**src/rtl/exc_vector_select.sv**
```systemverilog
module exc_vector_select #(
  parameter int SR_W       = 16,
  parameter int LVL_W      = 3,
  parameter int VEC_W      = 8,
  parameter int TRACE_BIT  = 15,
  parameter int SUPER_BIT  = 13,
  parameter int MASK_LSB   = 8,
  parameter int VEC_PRIV   = 8,
  parameter int VEC_TRACE  = 9,
  parameter int VEC_BRK    = 12,
  parameter int VEC_FMT    = 14,
  parameter int VEC_AUTO   = 24
) (
  input  logic             clk,
  input  logic             rst_n,
  input  logic [SR_W-1:0]  sr_i,
  input  logic             instr_done_i,
  input  logic             priv_op_i,
  input  logic             stop_op_i,
  input  logic             brkpt_i,
  input  logic [LVL_W-1:0] irq_level_i,
  input  logic             fmt_err_i,
  input  logic             seq_done_i,
  output logic             exc_start_o,
  output logic [VEC_W-1:0] exc_vector_o,
  output logic             busy_o,
  output logic             halted_o
);

  typedef enum logic [1:0] {S_IDLE, S_WAIT, S_BUSY} state_t;
  state_t state;

  wire [LVL_W-1:0] mask      = sr_i[MASK_LSB +: LVL_W];
  wire             irq_ok    = (irq_level_i != '0) &&
                               ((irq_level_i > mask) || (irq_level_i == '1));
  wire             priv_hit  = instr_done_i & priv_op_i & ~sr_i[SUPER_BIT];
  wire             trace_hit = instr_done_i & sr_i[TRACE_BIT] & ~stop_op_i;
  wire             stop_hit  = instr_done_i & stop_op_i;
  wire [VEC_W-1:0] irq_vec   = VEC_W'(VEC_AUTO) + VEC_W'(irq_level_i);

  logic             take;
  logic [VEC_W-1:0] vec;

  always_comb begin
    take = 1'b0;
    vec  = '0;
    if (state == S_IDLE) begin
      take = 1'b1;
      if (brkpt_i)        vec = VEC_W'(VEC_BRK);
      else if (fmt_err_i) vec = VEC_W'(VEC_FMT);
      else if (priv_hit)  vec = VEC_W'(VEC_PRIV);
      else if (irq_ok)    vec = irq_vec;
      else if (trace_hit) vec = VEC_W'(VEC_TRACE);
      else                take = 1'b0;
    end else if (state == S_WAIT && irq_ok) begin
      take = 1'b1;
      vec  = irq_vec;
    end
  end

  always_ff @(posedge clk or negedge rst_n) begin
    if (!rst_n) begin
      state        <= S_IDLE;
      exc_start_o  <= 1'b0;
      exc_vector_o <= '0;
    end else begin
      exc_start_o <= take;
      if (take) begin
        exc_vector_o <= vec;
        state        <= S_BUSY;
      end else if (state == S_IDLE && stop_hit) begin
        state <= S_WAIT;
      end else if (state == S_BUSY && seq_done_i) begin
        state <= S_IDLE;
      end
    end
  end

  assign busy_o   = (state == S_BUSY);
  assign halted_o = (state == S_WAIT);

  a_r8_single_pulse: assert property (@(posedge clk) disable iff (!rst_n)
    exc_start_o |=> !exc_start_o);

  a_r9_busy_blocks: assert property (@(posedge clk) disable iff (!rst_n)
    busy_o && !seq_done_i |=> busy_o && !exc_start_o);

  a_r2_brk_wins: assert property (@(posedge clk) disable iff (!rst_n)
    !busy_o && !halted_o && brkpt_i |=> exc_start_o && exc_vector_o == VEC_W'(VEC_BRK));

  a_r7_stop_holds: assert property (@(posedge clk) disable iff (!rst_n)
    halted_o && !irq_ok |=> halted_o && !exc_start_o);

  a_r4_super_quiet: assert property (@(posedge clk) disable iff (!rst_n)
    !busy_o && !halted_o && instr_done_i && priv_op_i && sr_i[SUPER_BIT] &&
    !sr_i[TRACE_BIT] && !stop_op_i && !brkpt_i && !fmt_err_i && !irq_ok
    |=> !exc_start_o);

endmodule

```
**config.mk**
```make
export PLATFORM = sky130hd
export DESIGN_NAME = exc_vector_select
export DESIGN_NICKNAME = d
export VERILOG_FILES = /design/src/rtl/exc_vector_select.sv
export SDC_FILE = /design/constraint.sdc
export NUM_CORES = 1
export LEC_CHECK = 0
export ABC_CLOCK_PERIOD_IN_PS = 1520
export BUFFER_PORTS_ARGS = -buffer_cell sky130_fd_sc_hd__buf_2
export CORE_UTILIZATION = 35
export CTS_BUF_LIST = sky130_fd_sc_hd__clkbuf_16
export DETAILED_ROUTE_END_ITERATION = 12
export PLACE_DENSITY = 0.84
export SLEW_MARGIN = 20
export SYNTH_ARGS = -nofsm -noshare
export SYNTH_HDL_FRONTEND = slang
export SYNTH_SLANG_ARGS = --single-unit
```
**constraint.sdc**
```tcl
create_clock -name clk -period 1.52 [get_ports clk]
set_clock_uncertainty 0.2 [all_clocks]
set_input_delay 0 -clock clk [delete_from_list [all_inputs] [get_ports clk]]
set_output_delay 0 -clock clk [all_outputs]
set_load 0.05 [all_outputs]
```
==> results.md <==
- Status: finished, violations left
- Failing checks: negative setup slack
- H-Tree Depth: 1
- Worst min path class: input pin to flip-flop
- Clk_lat worst skew: around 0.23 ns
- Final worst setup slack: -0.208 ns
- Hold Startpoint: irq_level_i[1]
- Area growth, synth to finish: 70.9%
- Final wirelength: ~1600 um
- Asr flop ratio synth: 100%
- Area taken by multi-input logic gates: about 360 um2
- Crit path from: sr_i[10]
- Initial DRT Pass Iterations: 4
- Post-Place Worst Slack: -0.514 ns
- PortBufs: 23
- Clk sink count: 8
- Synth warn: 0
- Leakage: between 0.4 and 0.5 nW
- Switch share: approximately 44%
- Final setup violation count: 6
- CTS tree: yes
- Logic pwr share: between 50% and 60%
- Boundary Pins: 38
- Synth top area share: approximately 36%
- Fillers: 118
- Detail-routed net length per standard cell: about 14 um
- Crit-path max cell delay: approximately 0.37 ns
- Initial core utilization: a little under two fifths
- All-Layer GR Usage: 20.2%
- First-pass GRT wire length: roughly 2700 um
- Metal1 wirelength: around 650 um
- Worst path cell trace: buf_8, inv_8, ha_4, and3b_2, nor2_1, a22o_1, buf_6, a211o_4, o21bai_4, o221a_1
- Root Buffer: clkbuf_16
- Critical path class: input pin to flip-flop
- Synth Cell Area: 558 um2
- Final hold violations: 0
- Drt initial violations: 11
- Core region area: between 1000 and 1500 um2
- Initial antenna violation count: 0
- Share of cells above drive strength 1: between 40% and 50%
- Clock power share: a little over a quarter
- Final period util: 114%
- Final net count: about 130
- Hpwl dp: between 1000 and 1500 um
- Sequential share of power: approximately a fifth
- Unique masters post-synth: 30
- CTS Buffer Depth: 2
- Critical Path AT: roughly 1.6 ns
- Setup crit start kind: input pin
- Number of global-route vias before repair: between 600 and 700
- Grt ovf: 0
- Reg2Reg Launch Point: state[0]
- Antenna cells: 0
- Critical path capture point type: flip-flop
- Via density: about 5.3
- Switching pwr: approximately 0.73 mW
- Die width: between 40 and 50 um
- Worst-path clk slew: roughly 0.04 ns
- Finished Core Util: 64.0%
- Number of flops mapped to enable cells by yosys: 0
- CP max-delay cell: a211o_4
- Antenna viol nets, final: 0
- Pwr Density: roughly 1800 nW/um2
- Met2 Wirelength: ~830 um
- Routed wl met3: 75 um
- Mean post-synth cell area: roughly 8.9 um2
- Std-Cell Rows: 14
- Die Ht: 41.9 um
- Highest Signal Layer: met4
- RSZ-0062 raised after global routing: yes
- Cell type with the largest total area after synthesis: dfrtp_1
- VDD IR max: roughly 0.0012 V
- Syn Inst Count: 63
- Crit Path Max Fanout: 8
- Top delay family on crit path: compound AO/OA/AOI/OAI gates
- Total power: 1.68 mW
- Post-synthesis sequential area ratio: between 30 and 40%
- Seq. cell area: 200 um2
- P_int: about 0.95 mW
- Placer Congestion: roughly 0.86
- Count of state elements after synthesis: 8
- DIE AREA: 1760 um2
- Largest net degree at the start of global routing: 9
- Sum Neg Setup Slack: -0.750 ns
- CTS buffer count: 3
- Ys flop type: dfrtp_1
- Main area contributors after synthesis: dfrtp_1 36%, ha_1 6.7%, inv_1 4.7%, o21ai_0 4.5%, buf_4 4.0%
- Achievable frequency: 0.579 GHz
- Max_cap viols: 0
- Tmin final: about 1.7 ns
- Max Slew Vio Count: 0
- Critical Path RT: roughly 1.4 ns
- CP Buf/Inv Count: 3
- Vias: 617
- DRC: 0
[state kept, by name (all words and copies together), names as in the netlist]
register      flops
exc_start_o       1
exc_vector_o      5
state             2
[worst reg2reg max path, cell delays in order (launching register included)]
cell	delay (ns)
dfrtp_1	0.42
buf_4	0.16
or3_1	0.38
o21bai_4	0.13
o221a_1	0.19
[Yosys cell counts, drive strengths merged, types with 2 or more instances]
library cell and count:
buf 4, inv 7, nor2 5, nand3 2, o21ai 6, nand2 6
a31oi 3, ha 3, or3 2, dfrtp 8
[power by group through the flow]
stage	Sequential (mW)	Clock (mW)	Combinational, mW
after floorplan	0.571	0	0.345
after detailed placement	0.351	0	0.798
after global routing	0.365	0.456	0.929
final	0.357	0.437	0.884
after CTS	0.354	0.437	0.874
after global placement	0.345	0	0.776
[stage by stage]
step                hold slack (ns)  instance area (um2)  std cells
floorplan                    -0.496                  606         65
global placement             -0.360                  767        108
detailed placement           -0.355                  767        108
CTS                          0.0191                  951        116
global route                 0.0217                  953        116
finish                       0.0162                  953        116
[path summary, 6_finish.rpt]
kind / end / cells after the start / slack (ns)
worst min register to register: exc_vector_o[3] / 1 / 0.27
worst max-delay path: exc_vector_o[1] / 10 / -0.21
worst min-delay path: exc_vector_o[1] / 3 / 0.02
min in group asynchronous: state[1] / 3 / 0.59
worst max register to register: exc_vector_o[1] / 4 / -0.03
max in group asynchronous: exc_start_o / 3 / 0.27
[area by class of cell]
type                    instances  area share, %
clock buffers                   3           7.87
inverters                       7           4.33
repair buffers                 36           27.0
well taps                      16           2.10
multi-input cells              46           37.7
flip-flops and latches          8           21.0
[cell families after synthesis]
logic type                 after synthesis  share of synthesized area (%)
and+or+nand+nor                         21                           20.9
other                                    1                          0.672
buffers and inverters                   11                           10.8
adders and majority gates                3                           6.73
AOI/OAI and AO/OA                       19                           25.1
DFF                                      8                           35.9
[routing by layer]
metal | vias up | global-route usage [%]
li1 | 295 | -
met1 | 293 | 26.0
met2 | 25 | 33.8
met3 | 4 | 3.04
met4 | 0 | 7.74
met5 | - | 0
[cell usage in the layout (no fill, tap or decap), types with 2 or more instances in the layout]
cell type      netlist  final
nor2_1               5      5
o21ai_1              1      2
inv_1                7      5
buf_4                3      7
nand2_1              5      5
clkbuf_16            0      3
ha_4                 0      2
conb_1               1      3
buf_2                0     19
dlygate4sd3_1        0      5
dfrtp_1              8      8
inv_8                0      2
a31oi_1              3      3
o21ai_0              5      4
buf_6                1      4
or3_1                2      2
[repair_timing]
item,in CTS,in global routing
pin swaps,6,1
setup endpoints to repair,8,7
hold endpoints to repair,10,0
buffers inserted,0,0
gates resized for setup,13,2
hold buffers,5,0
Power figures use the tool's default switching activity.
